<file path="src/rtl/txn_abort_pkg.sv">
package txn_abort_pkg;
  typedef enum logic {
    VIEW_CTL   = 1'b0,
    VIEW_FORCE = 1'b1
  } view_e;
endpackage

</file>
<file path="src/rtl/txn_ctl_view.sv">
module txn_ctl_view #(
  parameter int DATA_W = 32
) (
  input  logic              clk,
  input  logic              rst,
  input  logic              wr_en,
  input  logic [DATA_W-1:0] wdata,
  output logic              off_q,
  output logic              hide_q,
  output logic              off_nx,
  output logic              hide_nx,
  output logic              rsvd_hit
);
  localparam int USED_W = 2;

  assign rsvd_hit = |wdata[DATA_W-1:USED_W];
  assign off_nx   = wr_en ? wdata[0] : off_q;
  assign hide_nx  = wr_en ? wdata[1] : hide_q;

  always_ff @(posedge clk) begin
    if (rst) begin
      off_q  <= 1'b0;
      hide_q <= 1'b0;
    end else begin
      off_q  <= off_nx;
      hide_q <= hide_nx;
    end
  end

  // bits only move on a write
  p_ctl_hold_r3: assert property (@(posedge clk) disable iff (rst)
    !$past(wr_en) |-> ($stable(off_q) && $stable(hide_q)));
endmodule

</file>
<file path="src/rtl/txn_force_view.sv">
module txn_force_view #(
  parameter int DATA_W = 32
) (
  input  logic              clk,
  input  logic              rst,
  input  logic              wr_en,
  input  logic [DATA_W-1:0] wdata,
  input  logic              cap_aa,
  output logic              dev_q,
  output logic              fhide_q,
  output logic              dev_nx,
  output logic              fhide_nx,
  output logic              rsvd_hit
);
  localparam int USED_W = 3;

  logic fhide_may_set, dev_may_set;

  assign rsvd_hit      = |wdata[DATA_W-1:USED_W];
  assign fhide_may_set = fhide_q | cap_aa | dev_q;
  assign dev_may_set   = dev_q | ~cap_aa;
  // bit 0 is computed on read; its write value is discarded
  assign fhide_nx = wr_en ? (wdata[1] & fhide_may_set) : fhide_q;
  assign dev_nx   = wr_en ? (wdata[2] & dev_may_set)   : dev_q;

  always_ff @(posedge clk) begin
    if (rst) begin
      dev_q   <= 1'b0;
      fhide_q <= 1'b0;
    end else begin
      dev_q   <= dev_nx;
      fhide_q <= fhide_nx;
    end
  end

  p_dev_set_gated_r7: assert property (@(posedge clk) disable iff (rst)
    $rose(dev_q) |-> !$past(cap_aa));
  p_fhide_set_gated_r6: assert property (@(posedge clk) disable iff (rst)
    $rose(fhide_q) |-> $past(cap_aa || dev_q));
endmodule

</file>
<file path="src/rtl/txn_abort_policy.sv">
module txn_abort_policy
  import txn_abort_pkg::*;
#(
  parameter int               DATA_W     = 32,
  parameter int               FEAT_W     = 32,
  parameter int               HIDE_POS_A = 11,
  parameter int               HIDE_POS_B = 4,
  parameter int               CODE_W     = 8,
  parameter logic [CODE_W-1:0] IDLE_CODE = '1
) (
  input  logic              clk,
  input  logic              rst,
  input  logic              req_valid,
  input  logic              req_write,
  input  logic              req_sel,
  input  logic [DATA_W-1:0] req_wdata,
  input  logic              cap_always_abort,
  input  logic              cap_force_abort,
  output logic              rsp_valid,
  output logic [DATA_W-1:0] rsp_rdata,
  output logic              rsp_err,
  output logic              rsp_rsvd,
  output logic              force_abort,
  output logic [CODE_W-1:0] abort_code,
  output logic [FEAT_W-1:0] hide_mask,
  output logic              eff_always_abort,
  output logic              ctr3_usable
);
  localparam logic [CODE_W-1:0] FORCED_CODE = '0;

  view_e sel;
  logic  hit_ctl, hit_force, force_ok, wr_ctl, wr_force;
  logic  off_q, hide_q, off_nx, hide_nx, ctl_rsvd;
  logic  dev_q, fhide_q, dev_nx, fhide_nx, frc_rsvd;
  logic  [DATA_W-1:0] view_ctl, view_force, rd_nx;
  logic  force_nx, hide_any_nx, ctr3_nx, eff_aa_nx, err_nx, rsvd_nx;
  logic  [FEAT_W-1:0] mask_nx;

  assign sel       = view_e'(req_sel);
  assign hit_ctl   = req_valid && sel == VIEW_CTL;
  assign hit_force = req_valid && sel == VIEW_FORCE;
  assign force_ok  = hit_force && cap_force_abort;
  assign wr_ctl    = hit_ctl && req_write;
  assign wr_force  = force_ok && req_write;

  txn_ctl_view #(.DATA_W(DATA_W)) u_ctl (
    .clk(clk), .rst(rst), .wr_en(wr_ctl), .wdata(req_wdata),
    .off_q(off_q), .hide_q(hide_q), .off_nx(off_nx), .hide_nx(hide_nx),
    .rsvd_hit(ctl_rsvd));

  txn_force_view #(.DATA_W(DATA_W)) u_force (
    .clk(clk), .rst(rst), .wr_en(wr_force), .wdata(req_wdata),
    .cap_aa(cap_always_abort), .dev_q(dev_q), .fhide_q(fhide_q),
    .dev_nx(dev_nx), .fhide_nx(fhide_nx), .rsvd_hit(frc_rsvd));

  always_comb begin
    view_ctl      = '0;
    view_ctl[0]   = off_q;
    view_ctl[1]   = hide_q;
    view_force    = '0;
    view_force[0] = ~dev_q;
    view_force[1] = fhide_q;
    view_force[2] = dev_q;
    rd_nx = '0;
    if (hit_ctl && !req_write)  rd_nx = view_ctl;
    if (force_ok && !req_write) rd_nx = view_force;
  end

  assign err_nx      = hit_force && !cap_force_abort;
  assign rsvd_nx     = (wr_ctl && ctl_rsvd) || (wr_force && frc_rsvd);
  assign force_nx    = off_nx | (cap_force_abort & ~dev_nx);
  assign hide_any_nx = hide_nx | (cap_force_abort & fhide_nx);
  assign ctr3_nx     = cap_force_abort & ~dev_nx;
  assign eff_aa_nx   = cap_always_abort & ~dev_nx;

  for (genvar i = 0; i < FEAT_W; i++) begin : g_mask
    if (i == HIDE_POS_A || i == HIDE_POS_B) begin : g_hit
      assign mask_nx[i] = hide_any_nx;
    end else begin : g_keep
      assign mask_nx[i] = 1'b0;
    end
  end

  always_ff @(posedge clk) begin
    if (rst) begin
      rsp_valid        <= 1'b0;
      rsp_rdata        <= '0;
      rsp_err          <= 1'b0;
      rsp_rsvd         <= 1'b0;
      force_abort      <= 1'b0;
      abort_code       <= IDLE_CODE;
      hide_mask        <= '0;
      eff_always_abort <= 1'b0;
      ctr3_usable      <= 1'b0;
    end else begin
      rsp_valid        <= req_valid;
      rsp_rdata        <= rd_nx;
      rsp_err          <= err_nx;
      rsp_rsvd         <= rsvd_nx;
      force_abort      <= force_nx;
      abort_code       <= force_nx ? FORCED_CODE : IDLE_CODE;
      hide_mask        <= mask_nx;
      eff_always_abort <= eff_aa_nx;
      ctr3_usable      <= ctr3_nx;
    end
  end

  p_rsp_follows_req_r11: assert property (@(posedge clk) disable iff (rst)
    rsp_valid |-> $past(req_valid));
  p_err_no_data_r9: assert property (@(posedge clk) disable iff (rst)
    rsp_err |-> (rsp_valid && rsp_rdata == '0 && !rsp_rsvd));
  p_ctr3_forced_r5: assert property (@(posedge clk) disable iff (rst)
    ctr3_usable |-> (force_abort && abort_code == FORCED_CODE));
  p_eff_aa_cap_r8: assert property (@(posedge clk) disable iff (rst)
    eff_always_abort |-> $past(cap_always_abort));
  p_dev_blocks_ctr3_r5: assert property (@(posedge clk) disable iff (rst)
    dev_q |-> !ctr3_usable);
endmodule

</file>
<file path="config.mk">
export PLATFORM = sky130hd
export DESIGN_NAME = txn_abort_policy
export DESIGN_NICKNAME = d
export VERILOG_FILES = /design/src/rtl/txn_abort_pkg.sv /design/src/rtl/txn_ctl_view.sv /design/src/rtl/txn_force_view.sv /design/src/rtl/txn_abort_policy.sv
export SDC_FILE = /design/constraint.sdc
export NUM_CORES = 1
export LEC_CHECK = 0
export BUFFER_PORTS_ARGS = -buffer_cell sky130_fd_sc_hd__buf_2
export CAP_MARGIN = 25
export CORE_ASPECT_RATIO = 0.75
export CORE_UTILIZATION = 35
export CTS_BUF_LIST = sky130_fd_sc_hd__clkbuf_16
export CTS_CLUSTER_DIAMETER = 60
export DETAILED_ROUTE_END_ITERATION = 7
export GPL_ROUTABILITY_DRIVEN = 0
export PLACE_DENSITY = 0.8
export SLEW_MARGIN = 20
export SYNTH_ARGS = -nofsm -noshare
export SYNTH_HDL_FRONTEND = slang
export SYNTH_SLANG_ARGS = --single-unit
</file>
<file path="constraint.sdc">
create_clock -name clk -period 1.8 [get_ports clk]
set_clock_uncertainty 0.15 [all_clocks]
set_input_delay 0 -clock clk [delete_from_list [all_inputs] [get_ports clk]]
set_output_delay 0 -clock clk [all_outputs]
set_load 0.005 [all_outputs]
</file>
==> impl_metrics.xml <==
<?xml version="1.0" encoding="UTF-8"?>
<metrics>
  <group name="route">
    <metric name="iteration_0_drc_markers" unit="">61</metric>
    <metric name="drt_drc" unit="">0</metric>
    <metric name="drt_pass1_iterations" unit="">3</metric>
    <metric name="drt.antenna.violating_nets" unit="">0</metric>
    <metric name="drt-wirelength-per-cell" unit="µm">9.25</metric>
    <metric name="routed-via-count" unit="">923</metric>
    <metric name="drt_via_density" unit="">3.78</metric>
    <metric name="route.final.wire_length" unit="mm">2.26</metric>
  </group>
  <group name="timing">
    <metric name="period_share" unit="">0.959</metric>
    <metric name="slew_violations" unit="">0</metric>
    <metric name="highest_clock_rate" unit="GHz">0.579</metric>
    <metric name="hold-worst-slack" unit="ns">0.0234</metric>
    <metric name="final_period_minus_worst_setup_slack" unit="ns">1.73</metric>
    <metric name="layout_setup_ws" unit="ns">0.0730</metric>
    <metric name="final-hold-violation-count" unit="">0</metric>
    <metric name="setup_violations" unit="">0</metric>
  </group>
  <group name="synthesis">
    <metric name="synth.distinct_cells" unit="">30</metric>
    <metric name="async_flop_share" unit="">0</metric>
    <metric name="yosys_register_bits" unit="">15</metric>
    <metric name="syn-cell-area" unit="mm²">0.00112</metric>
    <metric name="ys_warn_count" unit="">0</metric>
    <metric name="synthFlopType" unit="">sky130_fd_sc_hd__dfxtp_1</metric>
    <metric name="syn_inst" unit="">130</metric>
    <metric name="synth-edff-count" unit="">0</metric>
    <metric name="sequential_to_total_area_share_from_yosys_stat" unit="">0.267</metric>
    <metric name="synth_area_per_cell" unit="µm²">8.65</metric>
  </group>
  <group name="run">
    <metric name="cap_violations" unit="">0</metric>
  </group>
  <group name="finish">
    <metric name="finish.cell_count_without_fillers" unit="">244</metric>
    <metric name="final_nets" unit="">246</metric>
    <metric name="largest_reg_by_ff_count" unit="">rsp_rdata</metric>
    <metric name="post_route_cells_drive_above_1_share" unit="">0.345</metric>
    <metric name="final_util" unit="">0.505</metric>
    <metric name="number_of_flip_flops_under_the_largest_register_name" unit="">3</metric>
    <metric name="syn2layout_area_growth" unit="%">34.7</metric>
    <metric name="antenna_cells_inserted" unit="">0</metric>
  </group>
  <group name="power">
    <metric name="p_leak" unit="nW">0.807</metric>
    <metric name="combinationalPowerShare" unit="">0.189</metric>
    <metric name="switching_pwr" unit="mW">0.225</metric>
    <metric name="power-per-cell-area" unit="mW/mm²">633</metric>
    <metric name="p_seq_frac" unit="">0.368</metric>
    <metric name="worst_ir_drop_vdd" unit="mV">0.346</metric>
    <metric name="power_switching_share" unit="">0.234</metric>
    <metric name="intPower" unit="mW">0.734</metric>
    <metric name="clock_power_share" unit="">0.443</metric>
  </group>
  <group name="clock_network">
    <metric name="tritoncts_clock_tree" unit="">yes</metric>
    <metric name="cts_max_path_buffers" unit="">2</metric>
    <metric name="cts.clk_slew.worst_paths" unit="ns">0.05</metric>
    <metric name="cts_setup_buffers" unit="">0</metric>
    <metric name="worstSkewPairLatency" unit="ns">0.24</metric>
    <metric name="clk_root_buffer_cell" unit="">sky130_fd_sc_hd__clkbuf_16</metric>
    <metric name="cts_made_buffers" unit="">3</metric>
    <metric name="htreeDepth" unit="">1</metric>
    <metric name="cts.sinks" unit="">15</metric>
  </group>
  <group name="critical_path">
    <metric name="max_stage_delay" unit="ns">0.58</metric>
    <metric name="cp.required" unit="ns">1.84</metric>
    <metric name="regToRegStartpoint" unit="">u_force.dev_q</metric>
    <metric name="worstSetupEndpointType" unit="">flop</metric>
    <metric name="cp_common_cell" unit="">sky130_fd_sc_hd__dlygate4sd3_1</metric>
    <metric name="critical_path_class" unit="">in2reg</metric>
    <metric name="timing.critical_path.arrival" unit="ns">1.77</metric>
    <metric name="worst_r2r_path_depth" unit="">5</metric>
    <metric name="critPathBufInv" unit="">3</metric>
    <metric name="startpoint_type" unit="">input pin</metric>
    <metric name="crit_path_cell_trace" unit="">dlygate4sd3_1 &gt; buf_2 &gt; nor2b_1 &gt; nor3b_1 &gt; dlygate4sd3_1</metric>
    <metric name="worst-r2r-setup-slack" unit="ns">0.20</metric>
    <metric name="worst-path-max-fanout" unit="">10</metric>
    <metric name="critPathTopFamily" unit="">buffers and inverters</metric>
    <metric name="critical_path.reg2reg.endpoint" unit="">u_force.fhide_q</metric>
    <metric name="critPathSlowestCell" unit="">sky130_fd_sc_hd__dlygate4sd3_1</metric>
  </group>
  <group name="global_route">
    <metric name="gr-usage-all-layers" unit="">0.128</metric>
    <metric name="grt_pass1_vias" unit="">802</metric>
    <metric name="largest_net_degree_at_the_start_of_global_routing" unit="">11</metric>
    <metric name="grt_antenna_before_repair" unit="">0</metric>
    <metric name="global_route.overflow_total" unit="">0</metric>
    <metric name="global_route_wire_length_before_repair" unit="mm">3.19</metric>
  </group>
  <group name="outcome">
    <metric name="status" unit="">complete, no violations</metric>
  </group>
  <group name="placed_design">
    <metric name="numPortBuffers" unit="">57</metric>
    <metric name="place.detailed.instances" unit="">215</metric>
    <metric name="dp_slack" unit="ns">0.616</metric>
    <metric name="post-dp-hpwl" unit="mm">1.55</metric>
  </group>
  <group name="die">
    <metric name="row_count" unit="">17</metric>
    <metric name="floorplan.initialDensity" unit="">0.375</metric>
    <metric name="die_y" unit="µm">51.1</metric>
    <metric name="design.core.area" unit="mm²">0.00300</metric>
    <metric name="area_enclosed_by_the_die_boundary" unit="mm²">0.00345</metric>
    <metric name="die_width" unit="µm">67.5</metric>
    <metric name="ioPinCount" unit="">117</metric>
  </group>
  <group name="hold_path">
    <metric name="worst_hold_path.endpoint" unit="">rsp_rsvd</metric>
    <metric name="holdCritPathClass" unit="">in2reg</metric>
    <metric name="holdCritStartpoint" unit="">req_wdata[6]</metric>
    <metric name="whs_path_depth" unit="">5</metric>
  </group>
</metrics>
-- worst max-delay path by stage --
stage / end / slack, ns / cells past startpoint / startpoint
2_1_floorplan: force_abort / 0.74 / 3 / u_force.dev_q
3_3_place_gp: force_abort / 0.65 / 5 / req_sel
3_5_place_dp: force_abort / 0.62 / 5 / req_sel
4_1_cts: u_force.fhide_q / 0.09 / 6 / req_sel
5_1_grt: u_force.fhide_q / -0.004 / 6 / req_sel
6_report: rsp_rdata[2] / 0.07 / 5 / rst
-- what timing repair did --
action,in CTS,in global routing
resized for setup,0,5
hold endpoints to repair,14,0
hold buffers,25,0
endpoints found under the setup margin,0,2
-- metrics by stage --
step / area (µm²) / TNS (ns) / total power [mW]
finish: 1520 / 0 / 0.959
global route: 1520 / -0.00385 / 1.00
detailed placement: 1160 / 0 / 0.494
global placement: 1160 / 0 / 0.492
floorplan: 1340 / 0 / 0.531
CTS: 1490 / 0 / 0.955
-- power groups by stage --
stage	clock network [mW]	registers (mW)	logic [mW]
final	0.425	0.353	0.181
after floorplan	0	0.360	0.171
after global routing	0.446	0.354	0.203
after global placement	0	0.359	0.133
after detailed placement	0	0.359	0.135
after CTS	0.428	0.353	0.175
-- layer usage --
| layer | share of wire | up-vias | GRT usage |
|---|---|---|---|
| met5 | 0 | - | 0 |
| met4 | 0.017 | 0 | 0.0638 |
| met3 | 0.081 | 5 | 0.0335 |
| met2 | 0.54 | 53 | 0.259 |
| met1 | 0.36 | 410 | 0.111 |
| li1 | - | 455 | - |
-- tightest hold or removal path, delay by kind of cell --
kind            cells  cell delay (ns)
simple gates        2             0.16
compound gates      2             0.15
buf+inv             1             0.07
-- synth_stat cells, types with 2 or more instances --
master / number / share of area
sky130_fd_sc_hd__nor2_1: 8 / 0.027
sky130_fd_sc_hd__nor4_1: 6 / 0.033
sky130_fd_sc_hd__nand4_1: 2 / 0.011
sky130_fd_sc_hd__nor3b_1: 2 / 0.013
sky130_fd_sc_hd__o22ai_1: 3 / 0.017
sky130_fd_sc_hd__nand2_1: 2 / 0.0067
sky130_fd_sc_hd__nor3_1: 2 / 0.0089
sky130_fd_sc_hd__dfxtp_1: 15 / 0.27
sky130_fd_sc_hd__buf_4: 68 / 0.45
sky130_fd_sc_hd__mux2i_1: 2 / 0.018
-- cell families after synthesis --
group           synth area share
simple gates               0.192
mux                       0.0178
flops                      0.267
compound gates            0.0623
other cells              0.00333
buf+inv                    0.457
-- final cells by class --
type / count / area (µm²)
inverters: 1 / 3.75
clock buffers: 3 / 75.1
repair buffers: 82 / 538
well taps: 38 / 47.5
fillers: 279 / 1480
clock inverters: 1 / 3.75
flip-flops and latches: 15 / 300
multi-input cells: 104 / 547
-- layout by cell type, fill, tap and decap left out, drive strengths merged --
cell type / netlist / final
nor3: 2 / 2
nand2: 2 / 2
a21oi: 2 / 2
or2b: 1 / 1
dlygate4sd3: 0 / 25
clkbuf: 0 / 4
and2b: 1 / 1
and3b: 2 / 2
mux2i: 2 / 2
or2: 2 / 2
nor2b: 1 / 1
nor2: 9 / 9
nand4: 3 / 3
dfxtp: 15 / 15
conb: 1 / 59
nor4: 6 / 6
o21bai: 1 / 1
nand3: 1 / 1
nand2b: 1 / 1
buf: 68 / 56
nand3b: 1 / 1
o31ai: 1 / 1
nor3b: 2 / 2
o22ai: 3 / 3
o21ai: 1 / 1
a31oi: 1 / 1
inv: 1 / 2
Note: power is estimated with default switching activity, not from simulation.
